==> src/rtl/maj_pkg.sv <==
package maj_pkg;

    typedef enum logic [0:0] {
        ST_FILL = 1'b0,
        ST_RUN  = 1'b1
    } maj_state_e;

endpackage

==> src/rtl/maj_mask_reg.sv <==
module maj_mask_reg #(
    parameter int N_IN  = 48,
    parameter int BUS_W = 24,
    parameter int SEL_W = 1
) (
    input  logic             clk,
    input  logic             rst_n,
    input  logic             wr_i,
    input  logic [SEL_W-1:0] sel_i,
    input  logic [BUS_W-1:0] wdata_i,
    output logic [BUS_W-1:0] rdata_o,
    output logic [N_IN-1:0]  mask_o
);

    localparam int NWORD = N_IN / BUS_W;

    logic [N_IN-1:0] mask_q;

    for (genvar g = 0; g < NWORD; g++) begin : g_word
        always_ff @(posedge clk or negedge rst_n) begin
            if (!rst_n) begin
                mask_q[g*BUS_W +: BUS_W] <= '1;
            end else if (wr_i && (sel_i == SEL_W'(g))) begin
                mask_q[g*BUS_W +: BUS_W] <= wdata_i;
            end
        end

        // an addressed write loads this half
        p_mask_wr_r5: assert property (@(posedge clk) disable iff (!rst_n)
            (wr_i && (sel_i == SEL_W'(g))) |=> (mask_q[g*BUS_W +: BUS_W] == $past(wdata_i)));

        // a half that is not addressed keeps its value
        p_mask_keep_r5: assert property (@(posedge clk) disable iff (!rst_n)
            !(wr_i && (sel_i == SEL_W'(g))) |=> $stable(mask_q[g*BUS_W +: BUS_W]));
    end

    always_comb begin
        rdata_o = '0;
        for (int g = 0; g < NWORD; g++) begin
            if (sel_i == SEL_W'(g)) begin
                rdata_o = mask_q[g*BUS_W +: BUS_W];
            end
        end
    end

    assign mask_o = mask_q;

endmodule

==> src/rtl/maj_leaf_count.sv <==
module maj_leaf_count #(
    parameter int N_IN = 48,
    parameter int GRP  = 8,
    parameter int NL2  = 8,
    parameter int CW   = 6
) (
    input  logic                    clk,
    input  logic                    rst_n,
    input  logic [N_IN-1:0]         hit_i,
    input  logic [N_IN-1:0]         mask_i,
    output logic [NL2-1:0][CW-1:0]  leaf_o
);

    localparam int PADW = NL2 * GRP;

    logic [N_IN-1:0]        gated_q;
    logic [PADW-1:0]        padded;
    logic [NL2-1:0][CW-1:0] leaf_d;
    logic [NL2-1:0][CW-1:0] leaf_q;

    // Stage 1: sample and gate
    always_ff @(posedge clk or negedge rst_n) begin
        if (!rst_n) begin
            gated_q <= '0;
        end else begin
            gated_q <= hit_i & mask_i;
        end
    end

    assign padded = PADW'(gated_q);

    always_comb begin
        for (int l = 0; l < NL2; l++) begin
            leaf_d[l] = '0;
            for (int b = 0; b < GRP; b++) begin
                leaf_d[l] = leaf_d[l] + CW'(padded[l*GRP + b]);
            end
        end
    end

    // Stage 2: group counts
    always_ff @(posedge clk or negedge rst_n) begin
        if (!rst_n) begin
            leaf_q <= '0;
        end else begin
            leaf_q <= leaf_d;
        end
    end

    assign leaf_o = leaf_q;

    // a line disabled at sample time never reaches the sampled vector
    p_gate_r1: assert property (@(posedge clk) disable iff (!rst_n)
        ((gated_q & ~$past(mask_i)) == '0));

endmodule

==> src/rtl/maj_adder_tree.sv <==
module maj_adder_tree #(
    parameter int NL2  = 8,
    parameter int LVLS = 3,
    parameter int CW   = 6,
    parameter int PAD  = 2
) (
    input  logic                   clk,
    input  logic                   rst_n,
    input  logic [NL2-1:0][CW-1:0] leaf_i,
    output logic [CW-1:0]          sum_o
);

    logic [LVLS:1][NL2-1:0][CW-1:0] tree_q;
    logic [CW-1:0]                  root;

    always_ff @(posedge clk or negedge rst_n) begin
        if (!rst_n) begin
            tree_q <= '0;
        end else begin
            for (int l = 1; l <= LVLS; l++) begin
                for (int j = 0; j < NL2 / 2; j++) begin
                    if (l == 1) begin
                        tree_q[l][j] <= leaf_i[2*j] + leaf_i[2*j+1];
                    end else begin
                        tree_q[l][j] <= tree_q[l-1][2*j] + tree_q[l-1][2*j+1];
                    end
                end
            end
        end
    end

    assign root = tree_q[LVLS][0];

    if (PAD > 0) begin : g_pad
        logic [CW-1:0] pad_q [PAD];

        always_ff @(posedge clk or negedge rst_n) begin
            if (!rst_n) begin
                for (int p = 0; p < PAD; p++) begin
                    pad_q[p] <= '0;
                end
            end else begin
                pad_q[0] <= root;
                for (int p = 1; p < PAD; p++) begin
                    pad_q[p] <= pad_q[p-1];
                end
            end
        end

        assign sum_o = pad_q[PAD-1];
    end else begin : g_nopad
        assign sum_o = root;
    end

endmodule

==> src/rtl/maj_ctrl.sv <==
module maj_ctrl
    import maj_pkg::*;
#(
    parameter int LATENCY = 7
) (
    input  logic clk,
    input  logic rst_n,
    output logic vld_o
);

    localparam int FW = $clog2(LATENCY + 1);

    maj_state_e    state_q, state_d;
    logic [FW-1:0] fill_q;

    always_comb begin
        state_d = state_q;
        unique case (state_q)
            ST_FILL: if (fill_q == FW'(LATENCY - 1)) state_d = ST_RUN;
            ST_RUN:  state_d = ST_RUN;
            default: state_d = ST_FILL;
        endcase
    end

    always_ff @(posedge clk or negedge rst_n) begin
        if (!rst_n) begin
            state_q <= ST_FILL;
            fill_q  <= '0;
        end else begin
            state_q <= state_d;
            if (state_q == ST_FILL) begin
                fill_q <= fill_q + 1'b1;
            end
        end
    end

    always_comb begin
        unique case (state_q)
            ST_FILL: vld_o = 1'b0;
            ST_RUN:  vld_o = 1'b1;
            default: vld_o = 1'b0;
        endcase
    end

    // RUN is held until reset
    p_run_hold_r8: assert property (@(posedge clk) disable iff (!rst_n)
        (state_q == ST_RUN) |=> (state_q == ST_RUN));

    // the fill counter freezes once running
    p_fill_stop_r8: assert property (@(posedge clk) disable iff (!rst_n)
        (state_q == ST_RUN) |=> $stable(fill_q));

endmodule

==> src/rtl/majority_counter.sv <==
module majority_counter #(
    parameter int N_IN    = 48,
    parameter int BUS_W   = 24,
    parameter int GRP     = 8,
    parameter int LATENCY = 7
) (
    input  logic                         clk,
    input  logic                         rst_n,
    input  logic [N_IN-1:0]              hit_i,
    input  logic                         mask_wr_i,
    input  logic                         mask_sel_i,
    input  logic [BUS_W-1:0]             mask_wdata_i,
    output logic [BUS_W-1:0]             mask_rdata_o,
    output logic [$clog2(N_IN+1)-1:0]    count_o,
    output logic                         count_vld_o
);

    localparam int CW    = $clog2(N_IN + 1);
    localparam int NLEAF = (N_IN + GRP - 1) / GRP;
    localparam int LVLS  = (NLEAF > 1) ? $clog2(NLEAF) : 1;
    localparam int NL2   = 1 << LVLS;
    localparam int PAD   = LATENCY - 2 - LVLS;

    logic [N_IN-1:0]        mask_w;
    logic [NL2-1:0][CW-1:0] leaf_w;
    logic [CW-1:0]          sum_w;
    logic                   vld_w;

    maj_mask_reg #(
        .N_IN  (N_IN),
        .BUS_W (BUS_W),
        .SEL_W (1)
    ) i_mask (
        .clk     (clk),
        .rst_n   (rst_n),
        .wr_i    (mask_wr_i),
        .sel_i   (mask_sel_i),
        .wdata_i (mask_wdata_i),
        .rdata_o (mask_rdata_o),
        .mask_o  (mask_w)
    );

    maj_leaf_count #(
        .N_IN (N_IN),
        .GRP  (GRP),
        .NL2  (NL2),
        .CW   (CW)
    ) i_leaf (
        .clk    (clk),
        .rst_n  (rst_n),
        .hit_i  (hit_i),
        .mask_i (mask_w),
        .leaf_o (leaf_w)
    );

    maj_adder_tree #(
        .NL2  (NL2),
        .LVLS (LVLS),
        .CW   (CW),
        .PAD  (PAD)
    ) i_tree (
        .clk    (clk),
        .rst_n  (rst_n),
        .leaf_i (leaf_w),
        .sum_o  (sum_w)
    );

    maj_ctrl #(
        .LATENCY (LATENCY)
    ) i_ctrl (
        .clk   (clk),
        .rst_n (rst_n),
        .vld_o (vld_w)
    );

    assign count_o     = sum_w;
    assign count_vld_o = vld_w;

    // never above the number of inputs
    p_cnt_bound_r4: assert property (@(posedge clk) disable iff (!rst_n)
        (count_o <= CW'(N_IN)));

    // no stale data before the pipeline is full
    p_idle_zero_r8: assert property (@(posedge clk) disable iff (!rst_n)
        !count_vld_o |-> (count_o == '0));

    if (LATENCY == 7) begin : g_lat_chk
        // result equals the masked count sampled seven edges earlier
        p_latency_r3: assert property (@(posedge clk) disable iff (!rst_n)
            count_vld_o |-> (int'(count_o) == $countones($past(hit_i & mask_w, 7))));
    end

endmodule

==> config.mk <==
export PLATFORM = sky130hd
export DESIGN_NAME = majority_counter
export DESIGN_NICKNAME = d
export VERILOG_FILES = /design/src/rtl/maj_pkg.sv /design/src/rtl/maj_mask_reg.sv /design/src/rtl/maj_leaf_count.sv /design/src/rtl/maj_adder_tree.sv /design/src/rtl/maj_ctrl.sv /design/src/rtl/majority_counter.sv
export SDC_FILE = /design/constraint.sdc
export NUM_CORES = 1
export LEC_CHECK = 0
export CAP_MARGIN = 10
export CORE_ASPECT_RATIO = 0.8
export CORE_UTILIZATION = 35
export DETAILED_ROUTE_END_ITERATION = 7
export MAX_ROUTING_LAYER = met4
export PLACE_DENSITY = 0.62
export SYNTH_ARGS = -nofsm -noshare
export SYNTH_HDL_FRONTEND = slang
export SYNTH_HIERARCHICAL = 1
export SYNTH_SLANG_ARGS = --single-unit
==> constraint.sdc <==
create_clock -name clk -period 3.1 [get_ports clk]
set_input_delay 0.465 -clock clk [delete_from_list [all_inputs] [get_ports clk]]
set_output_delay 0.465 -clock clk [all_outputs]
set_load 0.1 [all_outputs]
==> reports/results.ini <==
[outcome]
outcome = finished clean

[finish]
stdcell_count = 1050
seq_area_um2 = 4514
antennaDiodeCount = 0
nNetsFinal = 887
final_common_cell = dfrtp_1
fillers = 2094
fin_util = 0.4503
postLayoutCellArea_um2 = 10620
area.growth.synth_to_final_pct = 25.10
mostFrequentLayoutCells = 130 x dfrtp_1, 74 x clkdlybuf4s50_1, 70 x inv_1, 55 x ha_1, 52 x mux2_2
multiInputGateArea_um2 = 3495
drive_gt1_frac = 0.2805

[power]
power_density_nw_per_um2 = 805.5
switching_share = 0.3466
p_clk_frac = 0.255
seqPwrFrac = 0.381
p_leak_uw = 0.004978
p_sw_uw = 2965
peakVddDrop_mv = 0.3931
power_frac_comb = 0.365
internal_power_uw = 5591

[clocking]
htree_levels = 4
cts_tree = done
post_cts_resized = 0
root_buffer = clkbuf_16
post_cts_buffers = 0
cts_sinks = 178
cts_inserted_buffers = 17
postCtsHoldBufs = 0
insertion_delay_ns = 0.43
cts_buffer_depth = 2
path_clk_slew_ns = 0.07

[yosys]
syn-mean-instance-area_um2 = 13.92
seq_area_frac_synth = 0.5317
synth_top_area_cell = dfrtp_1
postSynthCellCount = 610
ys_seq_elements = 178
syn_area_um2 = 8491
yosysWarnings = 6
synth.distinct_cells = 27
yosys-top-cells-area = dfrtp_1 38%, dfstp_2 15%, ha_1 8.1%
synth_top_area_frac = 0.3831

[place]
hpwl_mm = 10.76
portBuffers = 106
placed_area_um2 = 10020
post-place-ws_ns = 0.3089
gp_congestion = 0.7451
place_inst = 1018

[setup_path]
crit_slowest_cell = fa_1
cp_cell_sequence = fa_1 -> inv_1 -> fa_1 -> fa_1 -> inv_1 -> ha_1 -> inv_1 -> fa_1 -> xnor2_1
arrival_ns = 3.11
crit_top_cell = fa_1
start_kind = flop
path_class = reg2reg
cpPeakStageDelay_ns = 0.53
endpoint_kind = flop
cp-startpoint = i_leaf/gated_q[16]
r2r_start = i_leaf/gated_q[16]
worstPathRequired_ns = 3.41
critPathMaxFanout = 2

[floorplan]
io_pins = 107
num_rows = 50
initial_core_util = 0.3600
die_y_um = 141.3
core_um2 = 23590
dieWidth_um = 176.1
die-area_um2 = 24890

[detailed_routing]
drc = 0
drt-total-wl_mm = 14.35
drt_iter0_drc = 145
postRouteAntennaNets = 0
viasPerCell = 4.156
routedWlPerCell_um = 13.67
first_pass_iters = 4
num_vias = 4364

[global_routing]
overflow = 0
grt_pass1_vias = 4728
grt_max_degree = 69
grt_pass1_wl_mm = 23.89
grt_antenna_before_repair = 1
grt.total_usage = 0.1310

[sta]
timing.final.hold_violations = 0
rsz0062_at_grt = false
post-route-period-util = 0.9010
clock_skew_ns = 0.01306
finalSetupViolCount = 0
fmax_ghz = 0.3580
final.setup.tns_ns = 0
slew_headroom = 0.5208
final.setup.worst_slack_ns = 0.3070
maxSlewViolCount = 0
min_period_ns = 2.793
tightest_slew_ns = 0.7163

[min_path]
hold_class = in2async

[job]
drv_cap = 0

==> final timing paths <==
check | slack, ns | cells after the start | endpoint
worst max-delay path | 0.31 | 9 | i_leaf/leaf_o[14]
worst min-delay path | 0.04 | 1 | i_tree/sum_o[2]
worst max register to register | 0.31 | 9 | i_leaf/leaf_o[14]
worst min register to register | 0.34 | 0 | i_tree/g_pad.pad_q[9]
max in group asynchronous | 2.30 | 2 | i_mask/mask_o[22]
min in group clk | 0.34 | 0 | i_tree/g_pad.pad_q[9]
==> sequential cells by signal (all words and copies together) (netlist names) <==
name	flops
i_leaf/gated_q	48
i_mask/mask_o	48
i_tree/tree_q	36
i_leaf/leaf_o	24
i_tree/g_pad.pad_q	6
i_tree/root	6
i_tree/sum_o	6
i_ctrl/fill_q	3
i_ctrl/state_q	1
==> kinds of logic (layout without fill, tap and decap cells) <==
group | after synthesis | in the layout | synth area share
compound gates | 64 | 64 | 0.05394
fa+ha+maj | 86 | 86 | 0.1541
flops | 178 | 178 | 0.5317
xor+xnor | 43 | 43 | 0.04436
mux | 72 | 72 | 0.1043
simple gates | 58 | 58 | 0.04362
buf+inv | 108 | 213 | 0.06749
other cells | 1 | 24 | 0.0004417
==> per-layer routing <==
metal / wire length [um] / vias to the layer above / GRT usage
li1: - / 2161 / -
met4: 192 / 0 / 0.04805
met1: 7272 / 2091 / 0.1793
met5: 0 / - / -
met2: 6018 / 96 / 0.1780
met3: 871 / 16 / 0.04448
==> cell usage after synthesis (all sizes together) <==
| cell | number |
|---|---|
| dfrtp | 130 |
| mux2 | 72 |
| inv | 70 |
| ha | 55 |
| and2 | 48 |
| dfstp | 48 |
| buf | 38 |
| fa | 31 |
| xnor2 | 29 |
| a21oi | 27 |
| a21o | 15 |
| xor2 | 14 |
| o21ai | 8 |
| a211oi | 7 |
| nor2b | 7 |
| o21bai | 7 |
| nand2 | 2 |
| conb | 1 |
| nand2b | 1 |
==> metrics by stage <==
| step | hold slack (ns) | total power (uW) |
|---|---|---|
| after floorplan | 0.1694 | 5634 |
| after global placement | 0.3320 | 6387 |
| after detailed placement | 0.3362 | 6449 |
| after CTS | 0.06450 | 8670 |
| after global routing | 0.08859 | 9126 |
| final | 0.04135 | 8556 |
==> power groups by stage <==
stage                     sequential, uW  combinational (uW)  clock, uW
final                               3260                3120       2180
after global routing                3330                3450       2350
after CTS                           3270                3160       2240
after detailed placement            3310                3140          0
after global placement              3300                3090          0
after floorplan                     3210                2420          0
==> layout make-up <==
| class | instances | area share |
|---|---|---|
| well taps | 312 | 0.03675 |
| repair buffers | 111 | 0.1280 |
| clock buffers | 20 | 0.04311 |
| clock inverters | 12 | 0.01331 |
| flip-flops and latches | 178 | 0.4250 |
| multi-input cells | 347 | 0.3290 |
| inverters | 70 | 0.02474 |
==> critical path: cells and delay by family, from the launching register on <==
kind | cells | cell delay, ns
DFF | 1 | 0.38
adders and majority gates | 5 | 1.99
xor gates and xnor gates | 1 | 0.13
buffers and inverters | 3 | 0.17
(Power assumes the default switching activity.)
